**src/rtl/cih_pkg.sv**
```systemverilog
package cih_pkg;

    // Pulse generator states, one machine per region
    typedef enum logic [1:0] {
        IRQ_IDLE = 2'd0,
        IRQ_FIRE = 2'd1,
        IRQ_OWED = 2'd2
    } irq_state_e;

endpackage

```
**src/rtl/cih_pending.sv**
```systemverilog
module cih_pending #(
    parameter int CODE_W   = 6,
    parameter int WORD_W   = 32,
    parameter int ADDR_W   = 8,
    parameter int CLR_ADDR = 2
) (
    input  logic                    clk,
    input  logic                    rst_n,
    input  logic                    set_vld,
    input  logic [CODE_W-1:0]       set_code,
    input  logic                    bus_we,
    input  logic [ADDR_W-1:0]       bus_addr,
    input  logic [WORD_W-1:0]       bus_wdata,
    output logic [(1<<CODE_W)-1:0]  pend_o
);
    localparam int NBITS  = 1 << CODE_W;
    localparam int NWORDS = NBITS / WORD_W;

    logic [NBITS-1:0] set_mask;
    logic [NBITS-1:0] clr_mask;
    logic [NBITS-1:0] pend_q;

    always_comb begin
        set_mask = '0;
        if (set_vld) begin
            set_mask[set_code] = 1'b1;
        end
    end

    always_comb begin
        clr_mask = '0;
        for (int w = 0; w < NWORDS; w++) begin
            if (bus_we && (bus_addr == ADDR_W'(CLR_ADDR + w))) begin
                clr_mask[w*WORD_W +: WORD_W] = bus_wdata;
            end
        end
    end

    // The set mask is applied after the clear mask, so a set wins
    always_ff @(posedge clk or negedge rst_n) begin
        if (!rst_n) begin
            pend_q <= '0;
        end else begin
            pend_q <= (pend_q & ~clr_mask) | set_mask;
        end
    end

    assign pend_o = pend_q;

endmodule

```
**src/rtl/cih_pulse_fsm.sv**
```systemverilog
module cih_pulse_fsm (
    input  logic clk,
    input  logic rst_n,
    input  logic trig,
    output logic irq
);
    import cih_pkg::*;

    irq_state_e state_q;
    irq_state_e state_d;

    always_comb begin
        state_d = state_q;
        unique case (state_q)
            IRQ_IDLE: state_d = trig ? IRQ_FIRE : IRQ_IDLE;
            IRQ_FIRE: state_d = trig ? IRQ_OWED : IRQ_IDLE;
            IRQ_OWED: state_d = IRQ_FIRE;
            default:  state_d = IRQ_IDLE;
        endcase
    end

    always_ff @(posedge clk or negedge rst_n) begin
        if (!rst_n) begin
            state_q <= IRQ_IDLE;
        end else begin
            state_q <= state_d;
        end
    end

    always_comb begin
        irq = (state_q == IRQ_FIRE);
    end

endmodule

```
**src/rtl/cih_region.sv**
```systemverilog
module cih_region #(
    parameter int CODE_W = 6,
    parameter int WORD_W = 32,
    parameter int ADDR_W = 8,
    parameter int BASE   = 8
) (
    input  logic                    clk,
    input  logic                    rst_n,
    input  logic                    bus_we,
    input  logic [ADDR_W-1:0]       bus_addr,
    input  logic [WORD_W-1:0]       bus_wdata,
    input  logic                    eval_hit,
    input  logic [(1<<CODE_W)-1:0]  pend_i,
    output logic [(1<<CODE_W)-1:0]  en_o,
    output logic [(1<<CODE_W)-1:0]  acc_o,
    output logic                    irq_o
);
    localparam int NBITS   = 1 << CODE_W;
    localparam int NWORDS  = NBITS / WORD_W;
    localparam int OFS_SET = NWORDS;
    localparam int OFS_CLR = 2 * NWORDS;
    localparam int OFS_ACC = 3 * NWORDS;

    logic [NBITS-1:0]  en_q;
    logic [NBITS-1:0]  acc_q;
    logic [NBITS-1:0]  en_set;
    logic [NBITS-1:0]  en_clr;
    logic [NWORDS-1:0] acc_we;
    logic [NBITS-1:0]  act;
    logic [NBITS-1:0]  act_prev_q;
    logic              eval_q;
    logic              rise;
    logic              trig;

    always_comb begin
        en_set = '0;
        en_clr = '0;
        acc_we = '0;
        for (int w = 0; w < NWORDS; w++) begin
            if (bus_we && (bus_addr == ADDR_W'(BASE + OFS_SET + w))) begin
                en_set[w*WORD_W +: WORD_W] = bus_wdata;
            end
            if (bus_we && (bus_addr == ADDR_W'(BASE + OFS_CLR + w))) begin
                en_clr[w*WORD_W +: WORD_W] = bus_wdata;
            end
            if (bus_we && (bus_addr == ADDR_W'(BASE + OFS_ACC + w))) begin
                acc_we[w] = 1'b1;
            end
        end
    end

    always_ff @(posedge clk or negedge rst_n) begin
        if (!rst_n) begin
            en_q  <= '0;
            acc_q <= '0;
        end else begin
            en_q <= (en_q & ~en_clr) | en_set;
            for (int w = 0; w < NWORDS; w++) begin
                if (acc_we[w]) begin
                    acc_q[w*WORD_W +: WORD_W] <= bus_wdata;
                end
            end
        end
    end

    // Bits this region may see, and their rising edges
    assign act = pend_i & en_q & acc_q;

    always_ff @(posedge clk or negedge rst_n) begin
        if (!rst_n) begin
            act_prev_q <= '0;
            eval_q     <= 1'b0;
        end else begin
            act_prev_q <= act;
            eval_q     <= eval_hit;
        end
    end

    // The evaluate request is delayed one cycle so it lines up with a
    // strobe in the same cycle and merges into a single trigger
    assign rise = |(act & ~act_prev_q);
    assign trig = rise | (eval_q & (|act));

    cih_pulse_fsm u_fsm (
        .clk   (clk),
        .rst_n (rst_n),
        .trig  (trig),
        .irq   (irq_o)
    );

    assign en_o  = en_q;
    assign acc_o = acc_q;

endmodule

```
**src/rtl/cmpl_irq_hub.sv**
```systemverilog
module cmpl_irq_hub #(
    parameter int NREG   = 4,
    parameter int CODE_W = 6,
    parameter int WORD_W = 32,
    parameter int ADDR_W = 8
) (
    input  logic               clk,
    input  logic               rst_n,
    input  logic [ADDR_W-1:0]  bus_addr,
    input  logic               bus_we,
    input  logic [WORD_W-1:0]  bus_wdata,
    output logic [WORD_W-1:0]  bus_rdata,
    input  logic               cc_valid,
    input  logic [CODE_W-1:0]  cc_code,
    output logic [NREG-1:0]    irq_o
);
    localparam int NBITS   = 1 << CODE_W;
    localparam int NWORDS  = NBITS / WORD_W;
    localparam int A_PEND  = 0;
    localparam int A_CLR   = NWORDS;
    localparam int A_EVAL  = 2 * NWORDS;
    localparam int A_RBASE = 4 * NWORDS;
    localparam int RSTRIDE = 4 * NWORDS;
    localparam int OFS_ACC = 3 * NWORDS;

    logic [NBITS-1:0] pend_vec;
    logic [NBITS-1:0] en_all  [NREG];
    logic [NBITS-1:0] acc_all [NREG];
    logic [NREG-1:0]  eval_hit;

    cih_pending #(
        .CODE_W   (CODE_W),
        .WORD_W   (WORD_W),
        .ADDR_W   (ADDR_W),
        .CLR_ADDR (A_CLR)
    ) u_pend (
        .clk       (clk),
        .rst_n     (rst_n),
        .set_vld   (cc_valid),
        .set_code  (cc_code),
        .bus_we    (bus_we),
        .bus_addr  (bus_addr),
        .bus_wdata (bus_wdata),
        .pend_o    (pend_vec)
    );

    for (genvar r = 0; r < NREG; r++) begin : g_reg
        assign eval_hit[r] = bus_we && (bus_addr == ADDR_W'(A_EVAL)) && bus_wdata[r];

        cih_region #(
            .CODE_W (CODE_W),
            .WORD_W (WORD_W),
            .ADDR_W (ADDR_W),
            .BASE   (A_RBASE + r * RSTRIDE)
        ) u_region (
            .clk       (clk),
            .rst_n     (rst_n),
            .bus_we    (bus_we),
            .bus_addr  (bus_addr),
            .bus_wdata (bus_wdata),
            .eval_hit  (eval_hit[r]),
            .pend_i    (pend_vec),
            .en_o      (en_all[r]),
            .acc_o     (acc_all[r]),
            .irq_o     (irq_o[r])
        );
    end

    // Read mux; clear, set, clear-enable and evaluate words read as 0
    always_comb begin
        bus_rdata = '0;
        for (int w = 0; w < NWORDS; w++) begin
            if (bus_addr == ADDR_W'(A_PEND + w)) begin
                bus_rdata = pend_vec[w*WORD_W +: WORD_W];
            end
        end
        for (int r = 0; r < NREG; r++) begin
            for (int w = 0; w < NWORDS; w++) begin
                if (bus_addr == ADDR_W'(A_RBASE + r * RSTRIDE + w)) begin
                    bus_rdata = en_all[r][w*WORD_W +: WORD_W];
                end
                if (bus_addr == ADDR_W'(A_RBASE + r * RSTRIDE + OFS_ACC + w)) begin
                    bus_rdata = acc_all[r][w*WORD_W +: WORD_W];
                end
            end
        end
    end

endmodule

```
**config.mk**
```make
export PLATFORM = sky130hd
export DESIGN_NAME = cmpl_irq_hub
export DESIGN_NICKNAME = d
export VERILOG_FILES = /design/src/rtl/cih_pkg.sv /design/src/rtl/cih_pending.sv /design/src/rtl/cih_pulse_fsm.sv /design/src/rtl/cih_region.sv /design/src/rtl/cmpl_irq_hub.sv
export SDC_FILE = /design/constraint.sdc
export NUM_CORES = 1
export LEC_CHECK = 0
export BUFFER_PORTS_ARGS = -buffer_cell sky130_fd_sc_hd__buf_2
export CORE_ASPECT_RATIO = 1.1
export CORE_MARGIN = 3
export CORE_UTILIZATION = 50
export DETAILED_ROUTE_END_ITERATION = 12
export GPL_TIMING_DRIVEN = 0
export PLACE_DENSITY_LB_ADDON = 0.15
export SETUP_SLACK_MARGIN = 0.4
export SLEW_MARGIN = 30
export SYNTH_ARGS = -nofsm -noshare
export SYNTH_HDL_FRONTEND = slang
export SYNTH_SLANG_ARGS = --single-unit
```
**constraint.sdc**
```tcl
create_clock -name clk -period 3.2 [get_ports clk]
set_input_delay 0 -clock clk [delete_from_list [all_inputs] [get_ports clk]]
set_output_delay 0 -clock clk [all_outputs]
set_load 0.01 [all_outputs]
```
==> results.cfg <==
[outcome]
run_status = completed

[die]
ios = 86
coreArea_sq_mm = 0.0749
start_util = 0.506
die_area_sq_mm = 0.0791
die-height_um = 295
die_w_um = 269
core.rowCount = 105

[route]
wl_per_cell_um = 41.8
wl_met2_um = 79100
drc = 0
met1_length_um = 73500
viasPerCell = 7.26
wl_met3_um = 29200
top_layer_used = met5
via_count = 34660
first_pass_iters = 8
ant_nets = 0
wl_um = 200000
drt_iter0_markers = 5800

[grt]
grt_use_total = 0.503
grt_max_degree = 117
grt_overflow_total = 0
grt_pass1_vias = 32126
grt_pass1_wl_um = 269000
antenna_found_initial = 13

[clock_network]
cts_root_buffer = clkbuf_16
cts_tree = built
clockBufferDepth = 3
cts_htree_levels = 3
clock_sinks = 844
numCtsBuffers = 90
clkTransAtPathRegs_ps = 60
clk_latency_ps = 690

[finish]
multi_input_area_sq_mm = 0.0155
layout-drive-gt1-share = 0.188
layout.area.seq_sq_mm = 0.0211
syn_to_final_growth_pct = 16.6
fill_cells = 6433
mostFrequentLayoutCell = dfrtp_1
nNetsFinal = 3789
final_core_util = 0.590
final_cell_mix = dfrtp_1, nand2_1, a22o_1, mux2_2, inv_1
instances_no_fill = 4777
postLayoutCellArea_sq_mm = 0.0442

[synth]
synth_area_leaders = dfrtp_1, mux2_2, a22o_1, nand2_1, and3_1
syn_inst = 3509
synth-edff-count = 0
synth_area_per_cell_sq_um = 10.8
ys_types = 69
synth_seq_area_share = 0.557
synth_seq_cells = 844
async_reset_ff_frac = 1.00
ys_warn_count = 0
syn_nets = 3559
ys.flop_type = dfrtp_1
synth_top_area_frac = 0.557
synth_top_cell_by_area = dfrtp_1
synth_area_sq_mm = 0.0379

[power_and_ir_drop]
power_density_mw_per_mm2 = 560
ir_worst_vdd_mv = 0.513
p_leak_uw = 0.0215

[timing]
holdWs_ps = 60.5
max_slew_margin = 0.263
final-setup-viol-count = 0
period_share = 0.922
max_freq_mhz = 339
final.setup_skew_ps = 28.6
finalHoldViolations = 0
final-max-slew-violation-count = 0
tightest_slew_ps = 1100
rsz0062_at_grt = yes
layout_min_cycle_time_ps = 2950

[job]
maxCapViolations = 0

[setup_path]
cp-start-kind = input pin
ff2ff_setup_slack_ps = 350
crit_arrival_ps = 2950
worst_ep_required_time_ps = 3200
worstSetupEndpointType = output port
critPathMaxFanout = 10
worstSetupPathType = input pin to output port

[place]
dp.cells = 4539
dpl-instance-area_sq_mm = 0.0398
gp_congestion = 1.04
hpwlAfterDp_um = 151000
io_buffers = 49

[worst_hold_path]
hold_class = input pin to flop
per-stage QoR:
step	total power, uW	setup slack (ps)	setup TNS [ps]
finish	24800	250	0
CTS	24500	389	0
floorplan	12500	1100	0
global placement	13700	-16460	-
detailed placement	13700	-851	-24320
global route	25200	344	0
report_power, final:
group	total (uW)	switching [uW]	internal (uW)	leakage, uW
Combinational	1650	1050	598	0.00840
Clock	11000	4780	6210	0.00151
Sequential	12100	963	11100	0.0116
Total	24800	6800	18000	0.0215
cell usage after synthesis (all sizes together) (82+ instances only):
| library cell | count |
|---|---|
| dfrtp | 844 |
| clkbuf | 208 |
| nor2 | 104 |
| o22ai | 112 |
| a22o | 303 |
| inv | 217 |
| nand3 | 146 |
| nand2 | 417 |
| o21ai | 82 |
| mux2 | 258 |
| and3 | 135 |
| a221oi | 82 |
layer usage:
layer,global-route usage,vias to the layer above
met5,0.00123,-
met4,0.345,8
met3,0.212,723
met2,0.680,2878
met1,0.649,17612
li1,-,13439
cells by family after synthesis:
logic type,count (synthesis),share of synthesized area
muxes,261,0.0774
buffers and inverters,490,0.0502
and+or+nand+nor,1070,0.143
DFF,844,0.557
AOI/OAI and AO/OA,844,0.172
sequential cells by signal, indices dropped and copies added (netlist names):
register	flops
g.u_region.eval_q	4
g.u_region.u_fsm.state_q	8
g.u_region.act_prev_q	256
g.u_region.en_o	256
g.u_region.acc_o	256
u_pend.pend_o	64
path summary, 6_finish.rpt:
| check | startpoint | end | depth (start not counted) |
|---|---|---|---|
| worst max register to register | u_pend.pend_o[49] | g_reg[2].u_region.u_fsm.state_q[0] | 7 |
| worst min-delay path | bus_wdata[17] | g_reg[3].u_region.en_o[49] | 3 |
| worst max-delay path | bus_addr[7] | bus_rdata[17] | 10 |
| max in group asynchronous | rst_n | g_reg[1].u_region.act_prev_q[14] | 6 |
| worst min register to register | g_reg[1].u_region.u_fsm.state_q[0] | g_reg[1].u_region.u_fsm.state_q[0] | 1 |
| min in group asynchronous | rst_n | g_reg[2].u_region.u_fsm.state_q[1] | 3 |
area by class of cell:
type	instances	area share
sequential	844	0.478
multi-input combinational	2175	0.350
clock buffer	132	0.0604
buffer	273	0.0288
timing repair buffer	138	0.0279
tap	963	0.0273
inverter	217	0.0184
clock inverter	30	0.00816
antenna	5	0.000283
critical path, cell delays in order:
cell and delay [ps]:
buf_2 190, or4b_1 150, buf_4 290, nor3_4 80, buf_4 180, clkbuf_2 350
a222oi_1 1030, nand4_1 200, o21a_1 290, buf_2 150
what timing repair did:
item,in CTS,in global routing
hold buffers,41,0
resized for setup,156,53
setup endpoints to repair,38,41
pin swaps,16,8
setup buffers,21,8
hold endpoints to repair,567,0
gates cloned,0,0
No activity file was read; power rests on OpenSTA's default activity.
